--- config.mk ---
export PLATFORM = sky130hd
export DESIGN_NAME = dvfs_level_sel
export DESIGN_NICKNAME = d
export VERILOG_FILES = /design/src/rtl/dvfs_pkg.sv /design/src/rtl/dvfs_regs.sv /design/src/rtl/dvfs_slot_decode.sv /design/src/rtl/dvfs_match.sv /design/src/rtl/dvfs_level_sel.sv
export SDC_FILE = /design/constraint.sdc
export NUM_CORES = 1
export LEC_CHECK = 0
export BUFFER_PORTS_ARGS = -buffer_cell sky130_fd_sc_hd__buf_4
export CAP_MARGIN = 0
export CORE_UTILIZATION = 58
export DETAILED_ROUTE_END_ITERATION = 6
export GPL_TIMING_DRIVEN = 0
export HOLD_SLACK_MARGIN = 0.1
export PLACE_DENSITY = 0.82
export SETUP_SLACK_MARGIN = 0.5
export SKIP_CTS_REPAIR_TIMING = 1
export SLEW_MARGIN = 20
export SYNTH_ARGS = -nofsm -noshare
export SYNTH_HDL_FRONTEND = slang
export SYNTH_SLANG_ARGS = --single-unit
--- constraint.sdc ---
create_clock -name clk_i -period 2.58 [get_ports clk_i]
set_input_delay 0 -clock clk_i [delete_from_list [all_inputs] [get_ports clk_i]]
set_output_delay 0 -clock clk_i [all_outputs]
set_load 0.03 [all_outputs]
--- src/rtl/dvfs_pkg.sv ---
package dvfs_pkg;
  localparam int NUM_LVL  = 4;
  localparam int LVL_W    = $clog2(NUM_LVL);
  localparam int DIV_W    = 3;
  localparam int SRC_W    = 2;
  localparam int WORD_W   = 32;
  localparam int SLOT_W   = WORD_W / 2;
  localparam int NUM_WORD = NUM_LVL / 2;
  localparam int DIV_OFF  = 13;
  localparam int ALT_OFF  = 11;
  localparam int SRC_OFF  = 9;
  localparam int MODE_BIT = 31;
  localparam int ADDR_W   = 3;
  localparam int SDIV_OFF = 0;
  localparam int SSRC_OFF = 4;

  typedef enum logic [ADDR_W-1:0] {
    ADDR_LVL01  = 3'd0,
    ADDR_LVL23  = 3'd1,
    ADDR_MODE   = 3'd2,
    ADDR_LOAD   = 3'd3,
    ADDR_STATIC = 3'd4
  } reg_addr_e;

  typedef struct packed {
    logic [DIV_W-1:0] div;
    logic             alt;
    logic [SRC_W-1:0] src;
  } lvl_cfg_t;

  function automatic lvl_cfg_t slot_decode(logic [NUM_WORD-1:0][WORD_W-1:0] words,
                                           logic [LVL_W-1:0] lvl);
    logic [WORD_W-1:0] w;
    logic [SLOT_W-1:0] s;
    lvl_cfg_t c;
    w = words[lvl[LVL_W-1:1]];
    // even level lives in the upper half
    s = lvl[0] ? w[SLOT_W-1:0] : w[WORD_W-1:SLOT_W];
    c.div = s[DIV_OFF +: DIV_W];
    c.alt = s[ALT_OFF];
    c.src = s[SRC_OFF +: SRC_W];
    return c;
  endfunction
endpackage

--- src/rtl/dvfs_regs.sv ---
module dvfs_regs
  import dvfs_pkg::*;
(
  input  logic                             clk_i,
  input  logic                             rst_ni,
  input  logic                             wr_en_i,
  input  logic [ADDR_W-1:0]                addr_i,
  input  logic [WORD_W-1:0]                wdata_i,
  input  logic                             set_src_i,
  input  logic [SRC_W-1:0]                 src_i,
  output logic [NUM_WORD-1:0][WORD_W-1:0]  words_o,
  output logic                             dyn_en_o,
  output logic [LVL_W-1:0]                 load_o,
  output logic [DIV_W-1:0]                 sdiv_o,
  output logic [SRC_W-1:0]                 ssrc_o
);
  logic [NUM_WORD-1:0][WORD_W-1:0] words_q, words_d;
  logic             dyn_q, dyn_d;
  logic [LVL_W-1:0] load_q, load_d;
  logic [DIV_W-1:0] sdiv_q, sdiv_d;
  logic [SRC_W-1:0] ssrc_q, ssrc_d;

  always_comb begin
    words_d = words_q;
    dyn_d   = dyn_q;
    load_d  = load_q;
    sdiv_d  = sdiv_q;
    ssrc_d  = ssrc_q;
    if (wr_en_i) begin
      case (addr_i)
        ADDR_LVL01:  words_d[0] = wdata_i;
        ADDR_LVL23:  words_d[1] = wdata_i;
        ADDR_MODE:   dyn_d      = wdata_i[MODE_BIT];
        ADDR_LOAD:   load_d     = wdata_i[LVL_W-1:0];
        ADDR_STATIC: begin
          sdiv_d = wdata_i[SDIV_OFF +: DIV_W];
          ssrc_d = wdata_i[SSRC_OFF +: SRC_W];
        end
        default: ;
      endcase
    end
    // source broadcast only while per-level mode is off; overrides a same-cycle write
    if (set_src_i && !dyn_q) begin
      for (int w = 0; w < NUM_WORD; w++) begin
        for (int h = 0; h < 2; h++) begin
          words_d[w][h*SLOT_W + SRC_OFF +: SRC_W] = src_i;
        end
      end
    end
  end

  always_ff @(posedge clk_i or negedge rst_ni) begin
    if (!rst_ni) begin
      words_q <= '0;
      dyn_q   <= 1'b0;
      load_q  <= '0;
      sdiv_q  <= '0;
      ssrc_q  <= '0;
    end else begin
      words_q <= words_d;
      dyn_q   <= dyn_d;
      load_q  <= load_d;
      sdiv_q  <= sdiv_d;
      ssrc_q  <= ssrc_d;
    end
  end

  assign words_o  = words_q;
  assign dyn_en_o = dyn_q;
  assign load_o   = load_q;
  assign sdiv_o   = sdiv_q;
  assign ssrc_o   = ssrc_q;
endmodule

--- src/rtl/dvfs_slot_decode.sv ---
module dvfs_slot_decode
  import dvfs_pkg::*;
(
  input  logic [NUM_WORD-1:0][WORD_W-1:0] words_i,
  output lvl_cfg_t [NUM_LVL-1:0]          cfg_o
);
  for (genvar l = 0; l < NUM_LVL; l++) begin : g_lvl
    assign cfg_o[l] = slot_decode(words_i, LVL_W'(l));
  end
endmodule

--- src/rtl/dvfs_match.sv ---
module dvfs_match
  import dvfs_pkg::*;
(
  input  logic                   clk_i,
  input  logic                   rst_ni,
  input  logic                   req_i,
  input  logic [DIV_W-1:0]       req_div_i,
  input  logic                   dyn_en_i,
  input  lvl_cfg_t [NUM_LVL-1:0] cfg_i,
  output logic                   valid_o,
  output logic                   hit_o,
  output logic [LVL_W-1:0]       lvl_o
);
  logic             hit_d;
  logic [LVL_W-1:0] lvl_d;

  // descending scan so the lowest matching level wins
  always_comb begin
    hit_d = 1'b0;
    lvl_d = '0;
    for (int l = NUM_LVL - 1; l >= 0; l--) begin
      if (cfg_i[l].div == req_div_i) begin
        hit_d = 1'b1;
        lvl_d = LVL_W'(l);
      end
    end
    if (!dyn_en_i) begin
      hit_d = 1'b0;
      lvl_d = '0;
    end
  end

  always_ff @(posedge clk_i or negedge rst_ni) begin
    if (!rst_ni) begin
      valid_o <= 1'b0;
      hit_o   <= 1'b0;
      lvl_o   <= '0;
    end else begin
      valid_o <= req_i;
      hit_o   <= req_i & hit_d;
      lvl_o   <= req_i ? lvl_d : '0;
    end
  end
endmodule

--- src/rtl/dvfs_level_sel.sv ---
module dvfs_level_sel
  import dvfs_pkg::*;
(
  input  logic        clk_i,
  input  logic        rst_ni,
  input  logic        wr_en_i,
  input  logic [2:0]  addr_i,
  input  logic [31:0] wdata_i,
  output logic [31:0] rdata_o,
  input  logic        set_src_i,
  input  logic [1:0]  src_i,
  input  logic        req_i,
  input  logic [2:0]  req_div_i,
  output logic        resp_valid_o,
  output logic        match_o,
  output logic [1:0]  match_lvl_o,
  output logic [1:0]  src_o,
  output logic [2:0]  div_o,
  output logic        alt_o
);
  logic [NUM_WORD-1:0][WORD_W-1:0] lvl_words;
  logic                   dyn_en;
  logic [LVL_W-1:0]       load_lvl;
  logic [DIV_W-1:0]       sdiv;
  logic [SRC_W-1:0]       ssrc;
  lvl_cfg_t [NUM_LVL-1:0] cfg;

  dvfs_regs i_regs (
    .clk_i, .rst_ni, .wr_en_i, .addr_i, .wdata_i, .set_src_i, .src_i,
    .words_o(lvl_words), .dyn_en_o(dyn_en), .load_o(load_lvl),
    .sdiv_o(sdiv), .ssrc_o(ssrc)
  );

  dvfs_slot_decode i_dec (.words_i(lvl_words), .cfg_o(cfg));

  dvfs_match i_match (
    .clk_i, .rst_ni, .req_i, .req_div_i, .dyn_en_i(dyn_en), .cfg_i(cfg),
    .valid_o(resp_valid_o), .hit_o(match_o), .lvl_o(match_lvl_o)
  );

  always_comb begin
    if (dyn_en) begin
      src_o = cfg[load_lvl].src;
      div_o = cfg[load_lvl].div;
      alt_o = cfg[load_lvl].alt;
    end else begin
      src_o = ssrc;
      div_o = sdiv;
      alt_o = 1'b0;
    end
  end

  always_comb begin
    rdata_o = '0;
    case (addr_i)
      ADDR_LVL01:  rdata_o = lvl_words[0];
      ADDR_LVL23:  rdata_o = lvl_words[1];
      ADDR_MODE:   rdata_o[MODE_BIT] = dyn_en;
      ADDR_LOAD:   rdata_o[LVL_W-1:0] = load_lvl;
      ADDR_STATIC: begin
        rdata_o[SDIV_OFF +: DIV_W] = sdiv;
        rdata_o[SSRC_OFF +: SRC_W] = ssrc;
      end
      default: ;
    endcase
  end
endmodule

==> reports/metrics.csv <==
stage,metric,value,unit
floorplan,die area,6710,sq um
yosys,"Seq/Total Area, Yosys",0.513,
clock_tree,TritonCTS clock tree,yes,
critical_path,startpoint types,flip-flop,
route,DRC,0,
clock_tree,CTS Sinks,76,
pwr,Seq pwr share,0.413,
finish,n_diodes,0,
route,DR WL/cell,18.5,microns
timing,Fmax,512,MHz
yosys,post-synthesis compound-gate area fraction,0.0942,
global_routing,first-pass GRT wire length,14.8,mm
critical_path,crit end category,flip-flop,
min_path,Hold/Removal Path Class,primary input to flip-flop,
floorplan,row cnt,28,
critical_path,Worst EP arrival,2.19,ns
global_routing,vias in the first global route,2967,
finish,cell area after layout,5140,sq um
timing,Tmin final,1.95,ns
pwr,combinational power share,0.282,
yosys,Ys Warns,0,
placed_design,DP Area,4440,sq um
finish,"non-filler cells, final",556,
placed_design,PortBufs,85,
pwr,Leak,0.00248,uW
yosys,mux share of post-synthesis cell area,0.183,
timing,RSZ-0062 raised after global routing,no,
global_routing,initial antenna violation count,0,
finish,layout cell share with drive strength beyond 1,0.347,
pwr,sw frac,0.304,
clock_tree,CTS H-tree lvls,3,
timing,Worst Skew,0.00824,ns
yosys,Post-Synth XOR/XNOR Area,0.0284,
finish,Syn-to-layout area delta,38.6,%
yosys,synthesized area,3710,sq um
global_routing,gr usage total,0.307,
finish,Final nets,521,
floorplan,Die X,81.9,microns
yosys,Mean Syn Cell Area,11.0,sq um
route,vias per cell,5.83,
floorplan,total core area,6030,sq um
route,vias,3243,
yosys,main combinational cell family by area after synthesis,multiplexers,
global_routing,largest net degree at the start of global routing,77,
pwr,Sw Pwr,1190,uW
yosys,Synth cell types,26,
run_status,status,finished clean,
yosys,Post-Synth Adder-Cell Area,0,
pwr,Clock Power Share,0.306,
critical_path,CP Max Fanout,10,
clock_tree,"Clk pin slew, worst setup/hold paths",0.08,ns
pwr,Max VDD drop,536,uV
yosys,Syn Inst Count,337,
floorplan,die extent in y,81.9,microns
timing,Final Hold Viols,0,
placed_design,dpl hpwl,6.26,mm
clock_tree,Worst-Skew Late Latency,0.36,ns
timing,Slew Limit Fails,0,
floorplan,initial core utilization,0.615,
clock_tree,Longest Clk Path Bufs,2,
route,Routed WL,10.3,mm
pwr,pwr dens,762,nW/um^2
critical_path,reg2reg setup slack,0.63,ns
yosys,"flops & latches, synth",76,
global_routing,total global routing overflow,0,
critical_path,Critical Path RT,2.82,ns
route,"antenna viol nets, final",0,
route,Iteration-0 DRC Markers,267,
timing,Slew @ Worst Pin,0.951,ns
critical_path,CP Class,flip-flop to flip-flop,
timing,setup_tns,0,ns
yosys,Synth Area in Simple Gates,0.144,
placed_design,Placed Cells,497,
timing,Rel. slew slack,0.366,
timing,setup violators final,0,
timing,"Period Utilization, post-route",0.756,
route,DRT Pass-1 Iters,4,
clock_tree,clock root cell,clkbuf_8,
flow_run,max cap viols,0,
yosys,Synth Net Count,382,
floorplan,io pins,87,
placed_design,gpl congestion,0.836,
timing,Worst Hold Slack,0.149,ns
clock_tree,Num CTS Buffers,9,
pwr,Power Internal,2730,uW
critical path, stage by stage, from the launching register on:
cell           delay [ns]
dfrtp_1              0.37
nand2b_1             0.14
buf_1                0.24
nor2_1               0.36
a31oi_1              0.11
dlygate4sd3_1        0.61
sequential cells by signal, indices dropped and copies added (netlist names):
name,cells
i_regs.ssrc_o,2
i_regs.load_o,2
i_match.lvl_o,2
i_regs.words_o,64
i_match.hit_o,1
i_regs.dyn_en_o,1
i_regs.sdiv_o,3
i_match.valid_o,1
power by group through the flow:
stage	registers (uW)	logic, uW	clock network, uW
detailed placement	1630	1010	0
floorplan	1590	681	0
global route	1640	1170	1250
global placement	1610	981	0
finish	1620	1100	1200
CTS	1610	1020	1190
cell usage after synthesis:
master | number | area [sq um]
buf_1 | 1 | 3.75
mux2_1 | 2 | 22.5
nand3_1 | 3 | 15.0
buf_2 | 10 | 50.1
dfrtp_1 | 76 | 1900
a22o_1 | 28 | 245
clkbuf_1 | 4 | 15.0
nor3_4 | 2 | 32.5
buf_4 | 4 | 30.0
inv_1 | 2 | 7.51
xor2_1 | 6 | 52.6
mux4_2 | 6 | 135
a21oi_1 | 8 | 40.0
nand2_1 | 96 | 360
a31oi_1 | 7 | 43.8
mux2_2 | 39 | 439
and2_1 | 2 | 12.5
nand2b_1 | 2 | 12.5
nor2b_1 | 1 | 6.26
a221o_1 | 2 | 20.0
nor3b_2 | 2 | 25.0
nor2_1 | 13 | 48.8
xnor2_1 | 6 | 52.6
mux2i_1 | 8 | 80.1
nor3_1 | 4 | 20.0
buf_6 | 3 | 33.8
cells by family after synthesis:
family	after synthesis
AOI/OAI and AO/OA	45
buffers and inverters	24
and+or+nand+nor	125
muxes	55
DFF	76
xor gates and xnor gates	12
layer usage:
layer  wire length (microns)  share of wire  global-route usage  vias up
met5                       0              0                   0        -
li1                        -              -                   -     1444
met2                    5190           0.51               0.466      135
met1                    4270           0.42               0.414     1642
met3                     576          0.056              0.0600       22
met4                     231          0.022               0.170        0
placed cells by master, fill, tap and decap left out, drive strengths merged, types with 8 or more instances in the layout:
master,synthesis,routed
dlygate4sd3,0,43
a21oi,8,8
clkbuf,4,17
a22o,28,28
dfrtp,76,76
buf,18,103
mux2i,8,8
nor2,13,13
nand2,96,96
mux2,41,41
path summary, 6_finish.rpt:
| kind | start | end | depth (start not counted) |
|---|---|---|---|
| worst max-delay path | i_regs.dyn_en_o$_DFFE_PN0P_ | i_regs.words_o[41]$_DFFE_PN0P_ | 5 |
| worst min-delay path | req_div_i[2] | i_match.lvl_o[0]$_DFF_PN0_ | 5 |
| worst max register to register | i_regs.dyn_en_o$_DFFE_PN0P_ | i_regs.words_o[41]$_DFFE_PN0P_ | 5 |
| worst min register to register | i_regs.words_o[36]$_DFFE_PN0P_ | i_regs.words_o[36]$_DFFE_PN0P_ | 2 |
| max in group asynchronous | rst_ni | i_regs.words_o[32]$_DFFE_PN0P_ | 2 |
| min in group asynchronous | rst_ni | i_regs.words_o[50]$_DFFE_PN0P_ | 2 |
cell type report:
cell class | count | area [sq um]
sequential | 76 | 1900
multi-input combinational | 237 | 1660
timing repair buffer | 128 | 1070
fill | 318 | 888
clock buffer | 13 | 179
buffer | 22 | 133
tap | 75 | 93.8
clock inverter | 3 | 90.1
inverter | 2 | 7.51
stage by stage:
| step | power, uW | setup slack, ns | utilization |
|---|---|---|---|
| 6_report | 3910 | 0.629 | 0.853 |
| 5_1_grt | 4070 | 0.531 | 0.853 |
| 4_1_cts | 3820 | 0.642 | 0.781 |
| 3_5_place_dp | 2640 | 1.03 | 0.737 |
| 3_3_place_gp | 2590 | 1.03 | 0.737 |
| 2_1_floorplan | 2270 | 1.24 | - |
(Power assumes the default switching activity.)
